[config.mk]
export PLATFORM = sky130hd
export DESIGN_NAME = dma_xfer_ctl
export DESIGN_NICKNAME = d
export VERILOG_FILES = /design/src/rtl/dxc_pkg.sv /design/src/rtl/dxc_cfg_regs.sv /design/src/rtl/dxc_xfer.sv /design/src/rtl/dma_xfer_ctl.sv
export SDC_FILE = /design/constraint.sdc
export NUM_CORES = 1
export LEC_CHECK = 0
export BUFFER_PORTS_ARGS = -buffer_cell sky130_fd_sc_hd__buf_2
export CELL_PAD_IN_SITES_DETAIL_PLACEMENT = 1
export CELL_PAD_IN_SITES_GLOBAL_PLACEMENT = 2
export CORE_MARGIN = 2
export CORE_UTILIZATION = 29
export CTS_CLUSTER_DIAMETER = 60
export CTS_CLUSTER_SIZE = 24
export DETAILED_ROUTE_END_ITERATION = 16
export PLACE_DENSITY_LB_ADDON = 0.2
export SYNTH_ARGS = -nofsm -noshare
export SYNTH_HDL_FRONTEND = slang
export SYNTH_SLANG_ARGS = --single-unit
[constraint.sdc]
create_clock -name clk -period 4 [get_ports clk]
set_input_delay 1 -clock clk [delete_from_list [all_inputs] [get_ports clk]]
set_output_delay 1 -clock clk [all_outputs]
set_load 0.02 [all_outputs]
[src/rtl/dxc_pkg.sv]
package dxc_pkg;
  localparam int EP_W    = 4;
  localparam int BURST_W = 2;
  localparam int BEAT_W  = 4;

  localparam int B_EN    = 0;
  localparam int B_BURST = 1;
  localparam int B_EP    = 4;
  localparam int B_CEOT  = 8;
  localparam int B_SHORT = 9;
  localparam int B_LASTW = 15;

  typedef struct packed {
    logic [EP_W-1:0]    ep;
    logic               short_en;
    logic               cnt_eot_en;
    logic [BURST_W-1:0] burst;
  } dxc_cfg_t;

  function automatic logic [BEAT_W-1:0] burst_beats(input logic [BURST_W-1:0] code);
    return BEAT_W'(1) << code;
  endfunction
endpackage

[src/rtl/dxc_cfg_regs.sv]
module dxc_cfg_regs
  import dxc_pkg::*;
#(
  parameter int CNT_W  = 16,
  parameter int DATA_W = 16
) (
  input  logic              clk,
  input  logic              rst,
  input  logic              bus_rst_i,
  input  logic              reg_wr_i,
  input  logic              reg_sel_i,
  input  logic [DATA_W-1:0] reg_wdata_i,
  input  logic              eot_set_i,
  input  logic              acc_done_i,
  input  logic              acc_word_i,
  input  logic [CNT_W-1:0]  cnt_i,
  output logic              en_o,
  output logic              sw_stop_o,
  output dxc_cfg_t          cfg_o,
  output logic [DATA_W-1:0] reg_rdata_o
);
  logic     en_q;
  logic     lastw_q;
  dxc_cfg_t cfg_q;
  logic     cfg_wr;
  logic [DATA_W-1:0] img;

  assign cfg_wr    = reg_wr_i && !reg_sel_i;
  assign sw_stop_o = cfg_wr && en_q && !reg_wdata_i[B_EN];

  always_ff @(posedge clk) begin
    if (rst) begin
      en_q    <= 1'b0;
      lastw_q <= 1'b0;
      cfg_q   <= '0;
    end else begin
      if (cfg_wr) begin
        cfg_q.burst      <= reg_wdata_i[B_BURST +: BURST_W];
        cfg_q.ep         <= reg_wdata_i[B_EP +: EP_W];
        cfg_q.cnt_eot_en <= reg_wdata_i[B_CEOT];
        cfg_q.short_en   <= reg_wdata_i[B_SHORT];
      end
      if (bus_rst_i || eot_set_i) en_q <= 1'b0;
      else if (cfg_wr)            en_q <= reg_wdata_i[B_EN];
      if (acc_done_i) lastw_q <= acc_word_i;
    end
  end

  always_comb begin
    img = '0;
    img[B_EN]                = en_q;
    img[B_BURST +: BURST_W]  = cfg_q.burst;
    img[B_EP +: EP_W]        = cfg_q.ep;
    img[B_CEOT]              = cfg_q.cnt_eot_en;
    img[B_SHORT]             = cfg_q.short_en;
    img[B_LASTW]             = lastw_q;
  end

  always_ff @(posedge clk) begin
    if (rst)            reg_rdata_o <= '0;
    else if (reg_sel_i) reg_rdata_o <= DATA_W'(cnt_i);
    else                reg_rdata_o <= img;
  end

  assign en_o  = en_q;
  assign cfg_o = cfg_q;
endmodule

[src/rtl/dxc_xfer.sv]
module dxc_xfer
  import dxc_pkg::*;
#(
  parameter int CNT_W = 16
) (
  input  logic             clk,
  input  logic             rst,
  input  logic             bus_rst_i,
  input  logic             en_i,
  input  dxc_cfg_t         cfg_i,
  input  logic             sw_stop_i,
  input  logic             cnt_wr_i,
  input  logic [CNT_W-1:0] cnt_wdata_i,
  input  logic             ep_ready_i,
  input  logic             short_pkt_i,
  input  logic             dma_ack_i,
  output logic             dma_req_o,
  output logic             dma_word_o,
  output logic             dma_eot_o,
  output logic             eot_set_o,
  output logic             acc_done_o,
  output logic [CNT_W-1:0] cnt_o
);
  logic [CNT_W-1:0]  cnt_q;
  logic [BEAT_W-1:0] beats_q;
  logic              req_q;
  logic              eot_q;
  logic              word;
  logic [CNT_W-1:0]  step;
  logic              zero_hit;
  logic              abort;

  assign word       = cnt_q > CNT_W'(1);
  assign step       = word ? CNT_W'(2) : CNT_W'(1);
  assign acc_done_o = req_q && dma_ack_i;
  assign zero_hit   = acc_done_o && (cnt_q == step);
  assign eot_set_o  = en_i && !bus_rst_i &&
                      ((zero_hit && cfg_i.cnt_eot_en) ||
                       (short_pkt_i && cfg_i.short_en) || sw_stop_i);
  assign abort      = eot_set_o || bus_rst_i || sw_stop_i;

  always_ff @(posedge clk) begin
    if (rst) begin
      cnt_q   <= '0;
      beats_q <= '0;
      req_q   <= 1'b0;
      eot_q   <= 1'b0;
    end else begin
      eot_q <= eot_set_o;
      if (cnt_wr_i)        cnt_q <= cnt_wdata_i;
      else if (acc_done_o) cnt_q <= cnt_q - step;
      if (abort) begin
        req_q <= 1'b0;
      end else if (req_q) begin
        if (dma_ack_i) begin
          beats_q <= beats_q - BEAT_W'(1);
          if (beats_q == BEAT_W'(1) || cnt_q == step) req_q <= 1'b0;
        end
      end else if (en_i && cnt_q != '0 && ep_ready_i && !cnt_wr_i) begin
        req_q   <= 1'b1;
        beats_q <= burst_beats(cfg_i.burst);
      end
    end
  end

  assign dma_req_o  = req_q;
  assign dma_word_o = req_q && word;
  assign dma_eot_o  = eot_q;
  assign cnt_o      = cnt_q;
endmodule

[src/rtl/dma_xfer_ctl.sv]
module dma_xfer_ctl
  import dxc_pkg::*;
#(
  parameter int CNT_W  = 16,
  parameter int DATA_W = 16
) (
  input  logic              clk,
  input  logic              rst,
  input  logic              bus_rst_i,
  input  logic              reg_wr_i,
  input  logic              reg_sel_i,
  input  logic [DATA_W-1:0] reg_wdata_i,
  output logic [DATA_W-1:0] reg_rdata_o,
  input  logic              ep_ready_i,
  input  logic              short_pkt_i,
  input  logic              dma_ack_i,
  output logic              dma_req_o,
  output logic              dma_word_o,
  output logic              dma_eot_o,
  output logic [EP_W-1:0]   ep_idx_o
);
  logic             en_w;
  logic             sw_stop_w;
  logic             eot_set_w;
  logic             acc_done_w;
  logic [CNT_W-1:0] cnt_w;
  dxc_cfg_t         cfg_w;
  logic [9:0]       fields_w;

  dxc_cfg_regs #(.CNT_W(CNT_W), .DATA_W(DATA_W)) u_regs (
    .clk(clk), .rst(rst), .bus_rst_i(bus_rst_i),
    .reg_wr_i(reg_wr_i), .reg_sel_i(reg_sel_i), .reg_wdata_i(reg_wdata_i),
    .eot_set_i(eot_set_w), .acc_done_i(acc_done_w), .acc_word_i(dma_word_o),
    .cnt_i(cnt_w), .en_o(en_w), .sw_stop_o(sw_stop_w), .cfg_o(cfg_w),
    .reg_rdata_o(reg_rdata_o)
  );

  dxc_xfer #(.CNT_W(CNT_W)) u_xfer (
    .clk(clk), .rst(rst), .bus_rst_i(bus_rst_i), .en_i(en_w), .cfg_i(cfg_w),
    .sw_stop_i(sw_stop_w), .cnt_wr_i(reg_wr_i && reg_sel_i),
    .cnt_wdata_i(reg_wdata_i[CNT_W-1:0]), .ep_ready_i(ep_ready_i),
    .short_pkt_i(short_pkt_i), .dma_ack_i(dma_ack_i), .dma_req_o(dma_req_o),
    .dma_word_o(dma_word_o), .dma_eot_o(dma_eot_o), .eot_set_o(eot_set_w),
    .acc_done_o(acc_done_w), .cnt_o(cnt_w)
  );

  assign ep_idx_o = cfg_w.ep;
  assign fields_w = {cfg_w.cnt_eot_en, cfg_w.short_en, cfg_w.ep, cfg_w.burst, 2'b00};
endmodule

# ---- Yosys cells after proc, flatten, opt, wreduce, memory -nomap -nowiden
# Index checks and enable logic that the tools add are counted.
dict set report word_totals {
  register_bits 48
  inputBits 24
  out_inout_bits 23
  word_cells 62
}
dict set report op_classes {
  addsub 2
  magnitude_cmp 1
  eq_ne 3
  shift 1
  mux 11
  n_bitwise 2
  reduce_logical 30
}
# op n
set ops {}
lappend ops {{$mux 16} 3}
lappend ops {{$eq 16x16->1} 1}
lappend ops {{$gt 16x1->1 const B} 1}
lappend ops {{$reduce_bool 16->1} 1}
lappend ops {{$sub 16x16->16} 1}
lappend ops {{$logic_and 1x1->1} 14}
lappend ops {{$mux 4} 3}
lappend ops {{$reduce_or 2->1} 3}
lappend ops {{$logic_or 1x1->1} 5}
lappend ops {{$eq 4x1->1 const B} 1}
lappend ops {{$logic_not 1->1} 4}
lappend ops {{$mux 1} 4}
lappend ops {{$reduce_bool 2->1} 2}
lappend ops {{$shl 1x2->4 const A} 1}
lappend ops {{$sub 4x1->4 const B} 1}
lappend ops {{$reduce_and 3->1} 1}
lappend ops {{$mux 2} 1}
lappend ops {{$ne 2x2->1 const B} 1}
lappend ops {{$not 1->1} 2}

# ---- Logic depth before layout (Yosys ltp)
# Gate-level depths: netlist of run 1.
dict set report depth {
  depth_word 12
  mapped_depth 12
  depth_no_buf 11
}

# ---- Modules after synthesis
# Synthesis of run 1 repeated with hierarchy kept, for this count alone.
dict set report unflattened {
  hier_cells 258
  hier_area_um2 2284.7
}
# mod n_inst cells_each area_per_inst_um2 seq_area_each_um2
set modules_own_cells {}
lappend modules_own_cells {dxc_xfer 1 167 1395.1 440.4}
lappend modules_own_cells {dxc_cfg_regs 1 90 883.3 520.5}
lappend modules_own_cells {dma_xfer_ctl 1 1 6.3 0.0}

# ---- Least setup slack after synthesis of run 1
# Ideal clock, no wire load.
dict set report synth_timing {
  path_type {reg-to-reg}
  start {register u_xfer.cnt_q[2], in the netlist u_xfer.cnt_o[2]}
  end {register u_xfer.cnt_q[10], in the netlist u_xfer.cnt_o[10]}
  setup_ns 0.134
  arrival_time_ns 3.666
  required_ns 3.866
  slack_ns 0.200
  path_stages_with_launch 13
  n_path_buf 1
  period_less_slack_ns 3.800
  path_cell_list {dfxtp_1 -> or4_4 -> or4_4 -> buf_6 -> nor3_1 -> ha_1 -> inv_1 -> fa_1 -> nand3b_1 -> or3_1 -> nor4_1 -> xnor2_1 -> a21oi_1}
}
dict set report synth_between {
  elab_chain_cells 5
}
# item line
set synth_rtl {}
lappend synth_rtl {{start: declaration} dxc_xfer.sv:24} ;# logic [CNT_W-1:0] cnt_q;
lappend synth_rtl {{start signal: assignment} dxc_xfer.sv:50} ;# if (cnt_wr_i) cnt_q <= cnt_wdata_i;
lappend synth_rtl {{start signal: assignment} dxc_xfer.sv:51} ;# else if (acc_done_o) cnt_q <= cnt_q - step;
lappend synth_rtl {{$gt 16x1->1} dxc_xfer.sv:33} ;# assign word = cnt_q > CNT_W'(1);
lappend synth_rtl {{$mux 2} dxc_xfer.sv:34} ;# assign step = word ? CNT_W'(2) : CNT_W'(1);
lappend synth_rtl {{$sub 16x16->16 *} dxc_xfer.sv:51}
lappend synth_rtl {{$mux 16 *} dxc_xfer.sv:51}
lappend synth_rtl {{$mux 16 *} dxc_xfer.sv:50}
# Every way passes the cells marked *; elsewhere a longest branch is shown, timed or not. The select of a mux whose other input is x is not followed.
# A chain may end at the register's enable or synchronous reset.

# ---- Worst setup path after layout of run 1
# Ends and elaborated chain as after synthesis.

==> summary.md, run 1 <==
| Metric | Value |
|---|---|
| Status | complete, no violations |
| Post-place setup slack | 0.409 ns |
| Starting Density | a little under 30% |
| Site row count | 32 |
| Placed cells | 388 |
| Number of global-route vias before repair | around 1.9k |
| Max-slew headroom | 38.6% |
| Synth Area in Simple Gates | 23.6% |
| RD Place Congestion | 0.822 |
| Max incr delay on CP | 0.59 ns |
| Mapped Nets | 282 |
| Crit path max fanout | 6 |
| Slew Limit Fails | 0 |
| Largest family of logic cells by synthesized area | simple AND/OR/NAND/NOR gates |
| Layout cells sized above 1 | between 20% and 30% |
| Max IR drop VDD | 0.134 mV |
| Core ar. | 0.00761 mm2 |
| Util after Layout | 34.8% |
| Capturing point of the worst reg2reg path | u_xfer.cnt_o[10]$_SDFFE_PP0P_ |
| RSZ-0062 raised after global routing | false |
| Critical Path Most Common Cell | or4_4 |
| Boundary Pins | 47 |
| Initial antenna violation count | 0 |
| # diodes | 0 |
| Die Wd | 91.8 um |
| First-pass GRT wire length | slightly below 10,000 um |
| RR Startpoint | u_xfer.cnt_o[2]$_SDFFE_PP0P_ |
| Yosys Warn Count | 0 |
| CTS H-tree lvls | 2 |
| Worst path cell trace | or4_4 > or4_4 > nor3_1 > ha_1 > inv_1 > fa_1 > nand3b_1 > or3_1 > nor4_1 > xnor2_1 > a21oi_1 |
| Crit end category | flop |
| Vias/cell | 4.88 |
| Cell variety after synth | 41 |
| Register area share after synthesis | 43.0% |
| P&R area growth vs syn | 18.5% |
| Worst hold path class | flop to flop |
| Tmin final | 3.62 ns |
| Cells after Synth | 253 |
| Worst Max-Slew Pin Slew | 0.919 ns |
| Largest net degree at the start of global routing | 32 |
| Postcts setup bufs | 0 |
| Final cell count without fillers | 396 |
| P_leak | between 1 and 1.5 nW |
| WS Path Type | flop to flop |
| Post-synthesis area per instance | 8.84 um2 |
| EDFF count, synth | 0 |
| Via count | 1,931 |
| Top cells by area, synth | dfxtp_1 (43%), nor2_1 (5.5%), mux2i_1 (5.4%) |
| Mux cell area share after synthesis | 5.37% |
| Clk buf depth | 2 |
| CTS tree | done |
| Max_cap viols | 0 |
| DRT antenna net count | 0 |
| Clock Sinks | 48 |
| # DRC | 0 |
| Clk_skew | 0.00907 ns |
| Synth top cells by count | dfxtp_1 (48), nor2_1 (33), nand2_1 (24) |
| Min-Delay Endpoint | u_regs.cfg_o[6]$_SDFFE_PP0P_ |
| Clock-pin slew on the worst setup and hold paths | approximately 0.090 ns |
| #FFs+latches synth | 48 |
| Hold path start | u_regs.cfg_o[6]$_SDFFE_PP0P_ |
| Critical path data arrival time | 3.81 ns |
| Cell with the most instances after synthesis | dfxtp_1 |
| Post-Synth XOR/XNOR Area | 5.09% |
| DRT Pass-1 Iters | 4 |
| Ys flop type | dfxtp_1 |
| Setup ws final | around 0.38 ns |
| Fillers | between 900 and 1k |
| Fin crit share | 90.6% |
| Synth Area in Compound Gates | approximately 15% |
| Synth async-reset ratio | 0% |
| Worst-Skew Late Latency | around 0.30 ns |
| WL final | around 6100 um |
| Crit path launch type | flop |
| Nets | 322 |
| DR WL/cell | between 15 and 20 um |
| Yosys top cell by area | dfxtp_1 |
| Fmax | 0.276 GHz |
| Die area | 0.00843 mm2 |
| IO Port Bufs | 46 |
| Setup TNS | 0 ns |
| Crit-path slowest cell | or4_4 |
| Grt total ovfl | 0 |
| Die height | between 90 and 100 um |
| Min-Delay Path Depth | 2 |
| Syn Std Cell Area | 0.00224 mm2 |
| Setup-violating endpoint count in the final report | 0 |
| Detailed Route Iter0 Violations | 55 |
| Post-CTS sizing | 0 |
| Post-CTS Hold Buffers | 0 |
| Tot GR Track Use | 14.9% |
| Cells on worst reg2reg path | 11 |
| Total clock buffers created by CTS | 5 |
| Post-detail-place hpwl | 4450 um |
| Worst reg-to-reg setup slack | 0.38 ns |
| Post-synthesis adder-cell area fraction | between 3 and 4% |
| Hold Vio Cnt, Final | 0 |
| Power per cell area | roughly 380 mW/mm2 |
| Post-synth top area share | 43.0% |
| CTS root buf | clkbuf_8 |
| Worst Path Required | 4.19 ns |
==> report_power, final <==
part / internal (mW) / switching [mW] / total, mW
sequential: 0.498 / 0.0209 / 0.519
combinational: 0.0505 / 0.0752 / 0.126
clock: 0.185 / 0.171 / 0.357
==> placed cells by master, fill, tap and decap left out, types with 2 or more instances in the layout <==
cell,count
or3_1,2
a311oi_1,4
buf_2,46
dfxtp_1,48
a31oi_1,2
nor2b_1,6
nor2_1,33
o31a_1,2
a21oi_1,18
xnor2_1,11
buf_4,4
or4_4,2
nor4_1,5
nand3b_1,3
xor2_1,2
nor3_1,8
or4_1,4
ha_1,4
o21ai_0,7
mux2i_1,12
clkbuf_8,5
a211oi_1,8
o311ai_0,2
nand2_1,24
o41ai_1,2
and2_1,7
inv_1,6
nand3_1,2
==> sequential cells by signal (all words and copies together), names as in the netlist <==
| signal | count |
|---|---|
| u_regs.cfg_o | 8 |
| u_regs.en_o | 1 |
| u_regs.lastw_q | 1 |
| u_regs.reg_rdata_o | 16 |
| u_xfer.beats_q | 4 |
| u_xfer.cnt_o | 16 |
| u_xfer.dma_eot_o | 1 |
| u_xfer.dma_req_o | 1 |
==> metal layers <==
layer | vias to the layer above | global-route usage (%) | routed length [um]
met4 | 0 | 3.86 | 58
li1 | 973 | - | -
met5 | - | 0 | 0
met2 | 32 | 23.6 | 2770
met3 | 5 | 2.79 | 203
met1 | 921 | 21.0 | 3020
==> worst max-delay path by stage <==
stage / startpoint / to / slack, ns / cells past startpoint
2_1_floorplan: u_xfer.cnt_o[2]$_SDFFE_PP0P_ / u_xfer.cnt_o[10]$_SDFFE_PP0P_ / 0.20 / 12
3_3_place_gp: u_xfer.cnt_o[2]$_SDFFE_PP0P_ / u_xfer.cnt_o[10]$_SDFFE_PP0P_ / 0.52 / 11
3_5_place_dp: u_xfer.cnt_o[2]$_SDFFE_PP0P_ / u_xfer.cnt_o[10]$_SDFFE_PP0P_ / 0.41 / 11
4_1_cts: u_xfer.cnt_o[2]$_SDFFE_PP0P_ / u_xfer.cnt_o[10]$_SDFFE_PP0P_ / 0.36 / 11
5_1_grt: u_xfer.cnt_o[7]$_SDFFE_PP0P_ / u_xfer.cnt_o[10]$_SDFFE_PP0P_ / 0.09 / 11
6_report: u_xfer.cnt_o[2]$_SDFFE_PP0P_ / u_xfer.cnt_o[10]$_SDFFE_PP0P_ / 0.38 / 11
==> through the flow <==
stage / total power, mW / cell area [um2] / hold slack [ns]
after floorplan: 0.612 / 2240 / 0.449
after global placement: 0.656 / 2540 / 0.457
after detailed placement: 0.657 / 2540 / 0.469
after CTS: 1.02 / 2650 / 0.483
after global routing: 1.05 / 2650 / 0.506
final: 1.00 / 2650 / 0.478
==> worst max-delay path, delay by kind of cell (launching register included) <==
kind            cells  cell delay, ns
fa+ha+maj           2            0.58
flops               1            0.37
simple gates        6            2.24
buf+inv             1            0.06
xor+xnor            1            0.17
compound gates      1            0.08
==> area by class of cell <==
cell class                      count  area (um2)  area share (%)
Clock inverter                      3        42.5            1.61
Timing Repair Buffer               50         260            9.83
Tap cell                          102         128            4.82
Clock buffer                        5        68.8            2.60
Sequential cell                    48         961            36.3
Inverter                            6        22.5           0.850
Multi-Input combinational cell    182        1170            44.0
==> logic make-up (layout without fill, tap and decap cells) <==
| kind of cell | after synthesis | in the layout |
|---|---|---|
| DFF | 48 | 48 |
| buffers and inverters | 23 | 64 |
| xor gates and xnor gates | 13 | 13 |
| muxes | 12 | 12 |
| adders and majority gates | 5 | 5 |
| and+or+nand+nor | 102 | 102 |
| AOI/OAI and AO/OA | 50 | 50 |
Power figures use the tool's default switching activity.
==> inputs of run 2 (changes only) <==
CORE_ASPECT_RATIO = 1.25   (was unset)
CORE_MARGIN = unset   (was 2)
==> run 2 against run 1 <==
Net effect:
- global-route usage grew 1.8 points
- register-to-register slack gained 0.07 ns
- largest cell class unchanged
- flip-flop and latch count is the same
- via count grew 0.31%
- worst hold slack lost 0.0067 ns
- highest routed layer unchanged
- first-iteration DRC count shrank 25%
==> summary.md, run 2 (synthesis results as in run 1) <==
| Metric | Value |
|---|---|
| Starting Density | 30.2% (was 29.4%) |
| Commonest non-fill, non-tap cell in the layout | dfxtp_1 (unchanged) |
| Clock Sinks | 48 (unchanged) |
| Layout cells sized above 1 | 21.8% (was 22.1%) |
| Status | complete, no violations (unchanged) |
| Number of global-route vias before repair | 1,995 (was 1,891) |
| P&R area growth vs syn | 17.1% (was 18.5%) |
| Initial antenna violation count | 0 (unchanged) |
| DRT antenna net count | 0 (unchanged) |
| Footprint of the multi-input gates | 0.00117 mm2 (unchanged) |
| Power per cell area | 365 mW/mm2 (was 378 mW/mm2) |
| Crit path max fanout | 6 (unchanged) |
| Fmax | 0.282 GHz (was 0.276 GHz) |
| Cells on worst reg2reg path | 11 (unchanged) |
| RR Startpoint | u_xfer.cnt_o[2]$_SDFFE_PP0P_ (unchanged) |
| Site row count | 35 (was 32) |
| Total clock buffers created by CTS | 5 (unchanged) |
| P_leak | 1.04 nW (was 1.05 nW) |
| First-pass GRT wire length | 10,100 um (was 9910 um) |
| Die height | 100 um (was 91.8 um) |
| Critical path data arrival time | 3.73 ns (was 3.81 ns) |
| Clock-pin slew on the worst setup and hold paths | 0.09 ns (about the same) |
| Crit end category | flop (unchanged) |
| Slew Limit Fails | 0 (unchanged) |
| Nets | 322 (unchanged) |
| Max_cap viols | 0 (unchanged) |
| Vias/cell | 5.02 (was 4.88) |
| Min-Delay Path Depth | 2 (unchanged) |
| Most frequent cells in the layout | dfxtp_1 (48), buf_2 (46), nor2_1 (33) (unchanged) |
| Fillers | 914 (was 922) |
| Clk_skew | 0.00917 ns (was 0.00907 ns) |
| Worst Path Required | 4.18 ns (was 4.19 ns) |
| Capturing point of the worst reg2reg path | u_xfer.cnt_o[10]$_SDFFE_PP0P_ (unchanged) |
| Setup-violating endpoint count in the final report | 0 (unchanged) |
| Worst path cell trace | or4_4 > or4_4 > nor3_1 > ha_1 > inv_1 > fa_1 > nand3b_1 > or3_1 > nor4_1 > xnor2_1 > a21oi_1 (unchanged) |
| RSZ-0062 raised after global routing | false (unchanged) |
| # DRC | 0 (unchanged) |
| DRT Pass-1 Iters | 4 (unchanged) |
| Critical Path Start | u_xfer.cnt_o[2]$_SDFFE_PP0P_ (unchanged) |
| Fin crit share | 88.7% (was 90.6%) |
| Crit-path slowest cell | or4_4 (unchanged) |
| # diodes | 0 (unchanged) |
| Clk buf depth | 2 (unchanged) |
| Post-detail-place hpwl | 4590 um (was 4450 um) |
| Die Wd | 80.5 um (was 91.8 um) |
| Worst-Skew Late Latency | 0.30 ns (about the same) |
| Setup TNS | 0 ns (unchanged) |
| Worst reg-to-reg setup slack | 0.45 ns (was 0.38 ns) |
| DR WL/cell | 15.8 um (was 15.3 um) |
| Core ar. | 0.00740 mm2 (was 0.00761 mm2) |
| Worst Max-Slew Pin Slew | 0.742 ns (was 0.919 ns) |
| Tmin final | 3.55 ns (was 3.62 ns) |
| Reg area | 961 um2 (unchanged) |
| CTS tree | done (unchanged) |
| Detailed Route Iter0 Violations | 41 (was 55) |
| Hold Vio Cnt, Final | 0 (unchanged) |
| Boundary Pins | 47 (unchanged) |
| Die area | 0.00807 mm2 (was 0.00843 mm2) |
| CTS H-tree lvls | 2 (unchanged) |
| Via count | 1,937 (was 1,931) |
| Worst hold path class | flop to flop (unchanged) |
| Max IR drop VDD | 0.128 mV (was 0.134 mV) |
| Crit path max-delay family | simple AND/OR/NAND/NOR gates (unchanged) |
| Post-CTS Hold Buffers | 0 (unchanged) |
| Post-CTS sizing | 0 (unchanged) |
| Max-slew headroom | 50.4% (was 38.6%) |
| Postcts setup bufs | 0 (unchanged) |
| Fin area | 0.00262 mm2 (was 0.00265 mm2) |
| Grt total ovfl | 0 (unchanged) |
| WP buf/inv | 1 (unchanged) |
| Crit. path cell count | 11 (unchanged) |
| Critical Path Most Common Cell | or4_4 (unchanged) |
| IO Port Bufs | 46 (unchanged) |
| Largest net degree at the start of global routing | 32 (unchanged) |
| Tot GR Track Use | 16.7% (was 14.9%) |
| WS Path Type | flop to flop (unchanged) |
| Worst Setup EP | u_xfer.cnt_o[10]$_SDFFE_PP0P_ (unchanged) |
| Crit path launch type | flop (unchanged) |
| RD Place Congestion | 0.731 (was 0.822) |
| Max incr delay on CP | 0.59 ns (about the same) |
| WL final | 6120 um (was 6060 um) |
| Placed inst area | 0.00252 mm2 (was 0.00254 mm2) |
| CTS root buf | clkbuf_8 (unchanged) |
[run 2: cell count changes in the layout (fill, tap and decap cells not counted), sizes merged]
| cell | previous run | this run |
|---|---|---|
| clkbuf | 5 | 7 |
| bufinv | 1 | 0 |
| clkinv | 1 | 0 |
[run 2: layout make-up]
type	instances	area share, %
multi-input combinational	182	44.5
sequential	48	36.7
timing repair buffer	50	9.94
tap	92	4.40
clock buffer	7	3.30
inverter	6	0.860
clock inverter	1	0.287
[run 2: worst min-delay path, delay by kind of cell, from the launching register on]
kind / cells / cell delay, ns
AND/OR/NAND/NOR: 1 / 0.05
AO/OA/AOI/OAI: 1 / 0.05
flip-flops: 1 / 0.33
[run 2: worst min path at each step]
stage	to	startpoint
floorplan	u_regs.cfg_o[2]$_SDFFE_PP0P_	u_regs.cfg_o[2]$_SDFFE_PP0P_
global placement	u_regs.cfg_o[6]$_SDFFE_PP0P_	u_regs.cfg_o[6]$_SDFFE_PP0P_
CTS	u_regs.cfg_o[4]$_SDFFE_PP0P_	u_regs.cfg_o[4]$_SDFFE_PP0P_
global route	u_regs.cfg_o[4]$_SDFFE_PP0P_	u_regs.cfg_o[4]$_SDFFE_PP0P_
detailed placement	u_regs.cfg_o[4]$_SDFFE_PP0P_	u_regs.cfg_o[4]$_SDFFE_PP0P_
finish	u_regs.cfg_o[6]$_SDFFE_PP0P_	u_regs.cfg_o[6]$_SDFFE_PP0P_
[run 2: per-stage QoR]
step           power (mW)  std cells  hold slack [ns]  worst slack [ns]  utilization, %
2_1_floorplan       0.612        253            0.449             0.200               -
3_3_place_gp        0.657        378            0.459             0.530            34.1
3_5_place_dp        0.657        378            0.463             0.430            34.1
4_1_cts             0.969        386            0.476             0.401            35.4
5_1_grt              1.01        386            0.507             0.167            35.4
6_report            0.956        386            0.472             0.451            35.4
[run 2: layer usage]
layer / routed length (um) / global-route usage [%] / vias to the layer above
met5: 0 / 0 / -
met4: 36 / 4.53 / 0
met3: 154 / 2.91 / 2
met2: 3170 / 29.1 / 29
met1: 2750 / 20.9 / 935
li1: - / - / 971
[run 2: report_power, final]
group | internal, mW | switching (mW)
registers | 0.498 | 0.0214
clock network | 0.141 | 0.171
logic | 0.0506 | 0.0742
total | 0.689 | 0.266
